===== src/rtl/sirq_pkg.sv =====
package sirq_pkg;

  typedef enum logic [1:0] {
    SQ_IDLE   = 2'd0,
    SQ_START  = 2'd1,
    SQ_FRAMES = 2'd2,
    SQ_STOPW  = 2'd3
  } sirq_seq_e;

  localparam logic [1:0] PH_SAMPLE  = 2'd0;
  localparam logic [1:0] PH_RECOVER = 2'd1;
  localparam logic [1:0] PH_TURN    = 2'd2;

  localparam int STOP_CNT_W = 3;

endpackage


===== src/rtl/sirq_slot_match.sv =====
module sirq_slot_match #(
  parameter int N_IRQ   = 4,
  parameter int FRAME_W = 5
) (
  input  logic [N_IRQ*FRAME_W-1:0] slot_vec_i,
  input  logic [FRAME_W-1:0]       frame_i,
  output logic [N_IRQ-1:0]         hit_o
);

  for (genvar gi = 0; gi < N_IRQ; gi++) begin : g_cmp
    assign hit_o[gi] = (slot_vec_i[gi*FRAME_W +: FRAME_W] == frame_i);
  end

endmodule


===== src/rtl/sirq_report_track.sv =====
module sirq_report_track #(
  parameter int N_IRQ = 4
) (
  input  logic             clk,
  input  logic             rst_n,
  input  logic [N_IRQ-1:0] capture_i,
  input  logic [N_IRQ-1:0] req_i,
  output logic             pending_o
);

  logic [N_IRQ-1:0] rep_q;
  logic [N_IRQ-1:0] rep_d;

  always_comb begin
    rep_d = (rep_q & ~capture_i) | (req_i & capture_i);
  end

  always_ff @(posedge clk or negedge rst_n) begin
    if (!rst_n) begin
      rep_q <= '0;
    end else begin
      rep_q <= rep_d;
    end
  end

  assign pending_o = |(rep_q ^ req_i);

  // a captured line is no longer a difference in the following cycle
  // when the request holds its level
  p_capture_clears_r9: assert property (@(posedge clk) disable iff (!rst_n)
    ((capture_i == {N_IRQ{1'b1}}) && $stable(req_i)) |=> (rep_q == $past(req_i)));

endmodule


===== src/rtl/sirq_frame_seq.sv =====
module sirq_frame_seq
  import sirq_pkg::*;
#(
  parameter int NUM_FRAMES = 17,
  parameter int FRAME_W    = 5
) (
  input  logic               clk,
  input  logic               rst_n,
  input  logic               line_i,
  output logic [FRAME_W-1:0] frame_nxt_o,
  output logic [1:0]         phase_nxt_o,
  output logic               frames_nxt_o,
  output logic               frames_q_o,
  output logic [1:0]         phase_q_o,
  output logic               start_ok_o,
  output logic               quiet_o
);

  localparam logic [FRAME_W-1:0]    LAST_FRAME = FRAME_W'(NUM_FRAMES - 1);
  localparam logic [STOP_CNT_W-1:0] W_MAX      = {STOP_CNT_W{1'b1}};
  localparam logic [STOP_CNT_W-1:0] W_QUIET    = STOP_CNT_W'(2);
  localparam logic [STOP_CNT_W-1:0] W_CONT     = STOP_CNT_W'(3);

  sirq_seq_e              state_q, state_d;
  logic [FRAME_W-1:0]     frame_q, frame_d;
  logic [1:0]             phase_q, phase_d;
  logic [STOP_CNT_W-1:0]  width_q, width_d;
  logic                   quiet_q, quiet_d;
  logic                   hold_q, hold_d;

  always_comb begin
    state_d = state_q;
    frame_d = frame_q;
    phase_d = phase_q;
    width_d = width_q;
    quiet_d = quiet_q;
    hold_d  = hold_q;
    unique case (state_q)
      SQ_IDLE: begin
        if (!line_i) begin
          state_d = SQ_START;
        end else if (hold_q) begin
          hold_d = 1'b0;
        end
      end
      SQ_START: begin
        if (line_i) begin
          state_d = SQ_FRAMES;
          frame_d = '0;
          phase_d = PH_SAMPLE;
        end
      end
      SQ_FRAMES: begin
        if (phase_q == PH_TURN) begin
          phase_d = PH_SAMPLE;
          if (frame_q == LAST_FRAME) begin
            state_d = SQ_STOPW;
            width_d = '0;
          end else begin
            frame_d = frame_q + 1'b1;
          end
        end else begin
          phase_d = phase_q + 2'd1;
        end
      end
      SQ_STOPW: begin
        if (!line_i) begin
          if (width_q != W_MAX) begin
            width_d = width_q + 1'b1;
          end
        end else if (width_q != '0) begin
          state_d = SQ_IDLE;
          quiet_d = (width_q == W_QUIET);
          hold_d  = (width_q == W_QUIET);
          width_d = '0;
        end
      end
      default: state_d = SQ_IDLE;
    endcase
  end

  always_ff @(posedge clk or negedge rst_n) begin
    if (!rst_n) begin
      state_q <= SQ_IDLE;
      frame_q <= '0;
      phase_q <= PH_SAMPLE;
      width_q <= '0;
      quiet_q <= 1'b0;
      hold_q  <= 1'b0;
    end else begin
      state_q <= state_d;
      frame_q <= frame_d;
      phase_q <= phase_d;
      width_q <= width_d;
      quiet_q <= quiet_d;
      hold_q  <= hold_d;
    end
  end

  assign frame_nxt_o  = frame_d;
  assign phase_nxt_o  = phase_d;
  assign frames_nxt_o = (state_d == SQ_FRAMES);
  assign frames_q_o   = (state_q == SQ_FRAMES);
  assign phase_q_o    = phase_q;
  assign start_ok_o   = (state_q == SQ_IDLE) && line_i && quiet_q && !hold_q;
  assign quiet_o      = quiet_q;

  // two-clock stop selects Quiet, three-clock stop selects Continuous
  p_stop_two_quiet_r5: assert property (@(posedge clk) disable iff (!rst_n)
    (state_q == SQ_STOPW && line_i && width_q == W_QUIET) |=> (quiet_q && state_q == SQ_IDLE));
  p_stop_three_cont_r5: assert property (@(posedge clk) disable iff (!rst_n)
    (state_q == SQ_STOPW && line_i && width_q == W_CONT) |=> (!quiet_q && state_q == SQ_IDLE));
  // any other width falls back to idle in Continuous mode
  p_bad_width_idle_r8: assert property (@(posedge clk) disable iff (!rst_n)
    (state_q == SQ_STOPW && line_i && width_q != '0 && width_q != W_QUIET && width_q != W_CONT)
    |=> (!quiet_q && state_q == SQ_IDLE));
  // low samples inside the frames do not leave the frame sequence early
  p_frames_ignore_line_r10: assert property (@(posedge clk) disable iff (!rst_n)
    (state_q == SQ_FRAMES && !line_i && !(frame_q == LAST_FRAME && phase_q == PH_TURN))
    |=> (state_q == SQ_FRAMES));

endmodule


===== src/rtl/sirq_agent.sv =====
module sirq_agent
  import sirq_pkg::*;
#(
  parameter int N_IRQ      = 4,
  parameter int NUM_FRAMES = 17,
  localparam int FRAME_W   = (NUM_FRAMES > 1) ? $clog2(NUM_FRAMES) : 1
) (
  input  logic                     clk,
  input  logic                     rst_n,
  input  logic                     sirq_in,
  input  logic [N_IRQ-1:0]         irq_req,
  input  logic [N_IRQ*FRAME_W-1:0] irq_slot,
  output logic                     sirq_oe,
  output logic                     sirq_out,
  output logic                     quiet_mode
);

  logic [FRAME_W-1:0] frame_nxt;
  logic [1:0]         phase_nxt;
  logic [1:0]         phase_q;
  logic               frames_nxt;
  logic               frames_q;
  logic               start_ok;
  logic               pending;
  logic [N_IRQ-1:0]   slot_hit;
  logic [N_IRQ-1:0]   capture;
  logic               sample_nxt;
  logic               drive_slot;
  logic               drive_recov;
  logic               drive_start;

  logic oe_q, oe_d;
  logic out_q, out_d;
  logic start_q, start_d;

  sirq_frame_seq #(
    .NUM_FRAMES (NUM_FRAMES),
    .FRAME_W    (FRAME_W)
  ) u_seq (
    .clk          (clk),
    .rst_n        (rst_n),
    .line_i       (sirq_in),
    .frame_nxt_o  (frame_nxt),
    .phase_nxt_o  (phase_nxt),
    .frames_nxt_o (frames_nxt),
    .frames_q_o   (frames_q),
    .phase_q_o    (phase_q),
    .start_ok_o   (start_ok),
    .quiet_o      (quiet_mode)
  );

  sirq_slot_match #(
    .N_IRQ   (N_IRQ),
    .FRAME_W (FRAME_W)
  ) u_match (
    .slot_vec_i (irq_slot),
    .frame_i    (frame_nxt),
    .hit_o      (slot_hit)
  );

  sirq_report_track #(
    .N_IRQ (N_IRQ)
  ) u_track (
    .clk       (clk),
    .rst_n     (rst_n),
    .capture_i (capture),
    .req_i     (irq_req),
    .pending_o (pending)
  );

  always_comb begin
    sample_nxt  = frames_nxt && (phase_nxt == PH_SAMPLE);
    capture     = sample_nxt ? slot_hit : '0;
    drive_slot  = sample_nxt && |(slot_hit & irq_req);
    drive_recov = frames_nxt && (phase_nxt == PH_RECOVER) && oe_q && !out_q;
    drive_start = start_ok && pending;
    oe_d        = drive_slot || drive_recov || drive_start;
    out_d       = drive_recov;
    start_d     = drive_start;
  end

  always_ff @(posedge clk or negedge rst_n) begin
    if (!rst_n) begin
      oe_q    <= 1'b0;
      out_q   <= 1'b0;
      start_q <= 1'b0;
    end else begin
      oe_q    <= oe_d;
      out_q   <= out_d;
      start_q <= start_d;
    end
  end

  assign sirq_oe  = oe_q;
  assign sirq_out = out_q;

  // own low in a sample clock is followed by exactly one high clock
  p_recover_high_r4: assert property (@(posedge clk) disable iff (!rst_n)
    (frames_q && phase_q == PH_SAMPLE && oe_q && !out_q) |=> (oe_q && out_q));
  // turnaround clocks are released
  p_turn_release_r4: assert property (@(posedge clk) disable iff (!rst_n)
    (frames_q && phase_q == PH_TURN) |-> !oe_q);
  // the agent's own start drive lasts one clock
  p_start_one_clock_r6: assert property (@(posedge clk) disable iff (!rst_n)
    start_q |=> !oe_q);
  // a start drive only ever appears in Quiet mode
  p_start_quiet_only_r7: assert property (@(posedge clk) disable iff (!rst_n)
    start_q |-> quiet_mode);
  // driving high only happens in recovery
  p_high_only_recover_r3: assert property (@(posedge clk) disable iff (!rst_n)
    (oe_q && out_q) |-> (frames_q && phase_q == PH_RECOVER));

endmodule


===== config.mk =====
export PLATFORM = sky130hd
export DESIGN_NAME = sirq_agent
export DESIGN_NICKNAME = d
export VERILOG_FILES = /design/src/rtl/sirq_pkg.sv /design/src/rtl/sirq_slot_match.sv /design/src/rtl/sirq_report_track.sv /design/src/rtl/sirq_frame_seq.sv /design/src/rtl/sirq_agent.sv
export SDC_FILE = /design/constraint.sdc
export NUM_CORES = 1
export LEC_CHECK = 0
export CAP_MARGIN = 20
export CORE_ASPECT_RATIO = 1.25
export CORE_MARGIN = 5
export CORE_UTILIZATION = 47
export DETAILED_ROUTE_END_ITERATION = 7
export PLACE_DENSITY = 0.75
export SYNTH_ARGS = -nofsm -noshare
export SYNTH_HDL_FRONTEND = slang
export SYNTH_SLANG_ARGS = --single-unit
export TNS_END_PERCENT = 20

===== constraint.sdc =====
create_clock -name clk -period 2.5 [get_ports clk]
set_input_delay 0.375 -clock clk [delete_from_list [all_inputs] [get_ports clk]]
set_output_delay 0.375 -clock clk [all_outputs]
set_load 0.1 [all_outputs]

-- Word-level counts from Yosys, hierarchy flattened
Cells that the tools add are included.
- reductions and logical operators: 23
- div/mod/pow operators: 0
- $mul: 0
- $lt $le $gt $ge: 0
- $add $sub $neg: 3
- shift operators: 0
- mux-type cells: 25
- eq/ne operators: 20
- bitwise logic cells: 6
- operators by type and width (cell ; number):
    $eq 5x5->1 ; 4
    $mux 2 ; 8
    $mux 3 ; 5
    $mux 5 ; 3
    $and 4x4->4 ; 3
    $pmux 5 s2 ; 1
    $logic_and 1x1->1 ; 9
    $eq 2x2->1 const B ; 4
    $pmux 2 s4 ; 1
    $reduce_or 4->1 ; 2
    $ne 2x1->1 const B ; 3
    $ne 3x2->1 const B ; 2
    $pmux 3 s2 ; 1
    $add 5x1->5 const B ; 1
    $eq 5x5->1 const B ; 1
    $reduce_and 5->1 ; 1
    $eq 2x1->1 const B ; 2
    $logic_not 2->1 ; 2
    $mux 4 ; 1
    $ne 2x2->1 const B ; 2
    $not 4->4 ; 1
    $or 4x4->4 ; 1
    $pmux 2 s2 ; 1
    $reduce_and 4->1 ; 1
    12 further kinds ; 17
- bits in read-only memories: 0
- output and inout bits: 3
- input port bits: 27
- bits in writable memories: 0
- logic and storage cells: 86
- register bits after elaboration: 20
- memories kept: 0
- bits in latches: 0

-- Longest topological paths before layout
- word-level depth: 10
- gate-level depth with buffers: 11
- mapped depth without buffers: 10

-- By module
From an unflattened synthesis, not the netlist that was laid out.
- cell total of the unflattened synthesis: 154
- area total of the unflattened synthesis: 1505.2 µm²
- by module, submodules not included (module ; area an instance (µm²) ; instances ; sequential area each (µm²) ; cells each):
    sirq_frame_seq ; 934.6 ; 1 ; 350.3 ; 100
    sirq_slot_match ; 235.2 ; 1 ; 0.0 ; 28
    sirq_report_track ; 201.4 ; 1 ; 100.1 ; 13
    sirq_agent ; 133.9 ; 1 ; 50.0 ; 13

-- Worst setup path after synthesis
OpenSTA, ideal clock, no wires.
- kind: register to register
- from: register u_seq.state_q[1]
- to: register (tool-made name)
- arrival time: 2296 ps
- data required time: 2375 ps
- buffers on the path: 0
- library setup time: 125 ps
- setup slack: 80 ps
- stages on the path, launching flop included: 11
- cell sequence: dfrtp_1 > inv_1 > ha_1 > nand2_1 > nor4_1 > a211oi_4 > xnor2_1 > nor3_2 > nand3_1 > nor2_1 > mux2_2
- RTL lines (what ; RTL line ; source):
    start, declared ; sirq_frame_seq.sv:24 ; sirq_seq_e state_q, state_d;
    start signal, assigned ; sirq_frame_seq.sv:91 ; state_q <= state_d;

==> results.yml <==
run_status:
  outcome: "complete, but fails checks"
  violations: "setup timing"
yosys:
  yosys.area_share.simple_pct: 23.3
  yosysWarnings: 0
  syn_inst: 162
  synth_fa_ha_area_share_pct: 8.08
  syn_area_um2: 1550
  synth_cell_type_count: 42
  synth.net_count: 199
  synth_compound_area_share_pct: 15.5
  ys_seq_area_share_pct: 32.3
  ys.flop_type: "dfrtp_1"
  synth_mux_area_share_pct: 3.55
  synth_top_family_by_area: "simple AND/OR/NAND/NOR gates"
  synth_edf_count: 0
  synth.avg_cell_area_um2: 9.56
  ys_seq_elements: 20
  synthXorXnorAreaFrac_pct: 13.6
  async_flop_share_pct: 100
final_layout:
  fillCellCount: 179
  final_layout_size_suffix_gt1_share_pct: 42.6
  antenna_cells: 0
  nets: 275
  synthToLayoutAreaGrowth_pct: 67.0
timing:
  report.final.setup_viol: 5
  rsz0062_at_grt: "true"
  period_share_pct: 105
  fmax_mhz: 381
  slew-limit-headroom_pct: 66.1
  finClkSkew_ns: 0.00171
  worst_slack_ns: -0.122
  tightest_slew_ns: 0.503
  finalHoldViolations: 0
  fin_crit_ns: 2.62
  drv_slew: 0
placement:
  place_ws_ns: -0.257
  port_buffers: 29
  dp.final_hpwl_mm: 2.96
  routabilityCongestion: 0.854
route:
  drt_wl_total_mm: 4.81
  vias: 1554
  via_per_inst: 5.67
  wl_per_cell_um: 17.5
  ant_nets: 0
  drcViolationCount: 0
  dr.pass1.iters: 4
  drt-initial-drc-count: 41
worst_setup_path:
  critPathTopFamily: "buffers and inverters"
  crit_buf_inv: 2
  cp.required_ns: 2.66
  crit_path_end_kind: "flop"
  cp-start-kind: "input port"
  cp-startpoint: "sirq_in"
  crit_top_cell: "nand3_1"
  critPathMaxStageDelay_ns: 0.56
  crit_type: "input port to flop"
  cp_cell_sequence: "clkdlybuf4s50_1, nand2b_1, buf_4, nand3_1, a22o_1, xnor2_1, nand3_1, nor2_2, mux2_4"
  r2r-start: "u_seq.frame_q[2]$_DFF_PN0_"
  cp_slowest_cell: "clkdlybuf4s50_1"
  cp_max_fo: 5
  arrival_ns: 2.78
clock_tree:
  clockBufferDepth: 2
  cts_buffers: 3
  cts_tree: "built"
  cts_max_level: 1
  cts-root-buf: "clkbuf_8"
  cts_sinks: 20
  clkTransAtPathRegs_ns: 0.08
  holdBufCountCts: 0
  clock_latency_ns: 0.26
floorplanning:
  die_area_um2: 4550
  rows: 23
  dieWidth_um: 61.3
  io_pins: 30
  initial_core_util_pct: 48.5
  die_y_um: 74.2
  coreArea_um2: 3190
worst_hold_path:
  hold_path.class: "input port to async pin"
global_route:
  grt.total_usage_pct: 18.6
  antenna_found_initial: 0
  grt_overflow: 0
  grt_pass1_vias: 1598
  grt_max_degree: 21
  grt_pass1_wl_mm: 6.46
pwr:
  power_leakage_nw: 1.08
  ir_drop_uv: 700
  p_sw_w: 0.000747
  p_comb_share_pct: 59.2
  clkPwrFrac_pct: 17.4
  power.density_nw_per_um2: 752
  pwr-share-seq_pct: 23.4
  power_w: 0.00194
  p_sw_share_pct: 38.4
  p_int_w: 0.00120
job:
  drv_cap: 0
[logic make-up (layout without fill, tap and decap cells)]
kind of cell | after synthesis | in the layout
AOI/OAI and AO/OA | 28 | 28
xor gates and xnor gates | 24 | 24
adders and majority gates | 10 | 10
buffers and inverters | 14 | 89
DFF | 20 | 20
muxes | 5 | 5
and+or+nand+nor | 61 | 61
[per-layer routing]
layer	global-route usage, %	share of wire [%]	vias to the layer above	routed length (um)
li1	-	-	727	-
met1	20.0	38	749	1800
met2	32.8	54	60	2610
met3	3.82	4.7	18	225
met4	10.6	3.5	0	167
met5	0	0	-	0
[synth_stat cells (2+ instances only)]
cell type / instances / area share (%)
nand3b_1: 5 / 2.4
a21oi_1: 3 / 0.97
ha_1: 10 / 8.1
nor2_1: 8 / 1.9
nand3_1: 8 / 2.6
nor2b_1: 2 / 0.81
a211oi_4: 2 / 2.6
dfrtp_1: 20 / 32
o21ai_0: 10 / 3.2
a41oi_1: 2 / 1.1
nor4_1: 3 / 1.2
nor3_2: 4 / 2.6
nor3_1: 2 / 0.65
xor2_1: 4 / 2.3
nand2b_1: 4 / 1.6
inv_1: 11 / 2.7
mux2_2: 2 / 1.5
nand4_1: 4 / 1.6
xnor2_1: 20 / 11
o31ai_1: 2 / 0.97
nand2_1: 13 / 3.2
or3_1: 2 / 0.81
mux2_1: 2 / 1.5
[path summary, 6_finish.rpt]
| check | endpoint | slack, ns | depth (start not counted) |
|---|---|---|---|
| min reg2reg | flop | 0.53 | 1 |
| max reg2reg | flop | -0.12 | 8 |
| min | u_seq.state_q[0]$_DFF_PN0_ | 0.45 | 2 |
| max | flop | -0.12 | 9 |
| max in group asynchronous | async pin | 1.83 | 2 |
| min in group clk | flop | 0.53 | 1 |
[power groups by stage]
stage                     sequential, W  clock, W  combinational [W]
final                          0.000455  0.000338            0.00115
after global placement         0.000454         0           0.000653
after floorplan                0.000466         0           0.000375
after global routing           0.000460  0.000352            0.00122
after detailed placement       0.000456         0           0.000676
after CTS                      0.000443  0.000337           0.000852
[layout make-up]
type                            count  area [um^2]  area share, %
Timing Repair Buffer               74          639           24.7
Inverter                           11         41.3           1.60
Multi-Input combinational cell    128         1290           49.8
Tap cell                           37         46.3           1.79
Clock buffer                        3         41.3           1.60
Sequential cell                    20          500           19.4
Clock inverter                      1         30.0           1.16
[placed cells by master (no fill, tap or decap), drive strengths merged, types with 2 or more instances in the layout]
cell,n
nand2,13
o31ai,2
inv,11
nor3,6
clkdlybuf4s50,26
buf,48
dfrtp,20
nor4,4
a41oi,2
or3,2
nor2,8
a211oi,3
nand2b,4
clkbuf,3
a21oi,3
mux2,4
nand4,4
xor2,4
ha,10
nand3,8
xnor2,20
nor2b,2
nand3b,5
o21ai,10
[through the flow]
step	area (um^2)	setup TNS, ns	util, %	instances	hold WS (ns)
floorplan	1550	0	-	162	0.0794
global placement	2040	-0.865	63.9	249	0.492
detailed placement	2040	-1.10	63.9	249	0.507
CTS	2220	0	69.5	261	0.462
global route	2590	-0.594	81.0	274	0.472
finish	2590	-0.177	81.0	274	0.448
[timing repair]
action,CTS,global route
buffers inserted,8,13
pin swaps,6,25
endpoints found under the setup margin,5,5
resized for setup,9,49
endpoints found under the hold margin,0,0
Note: power is estimated with default switching activity, not from simulation.
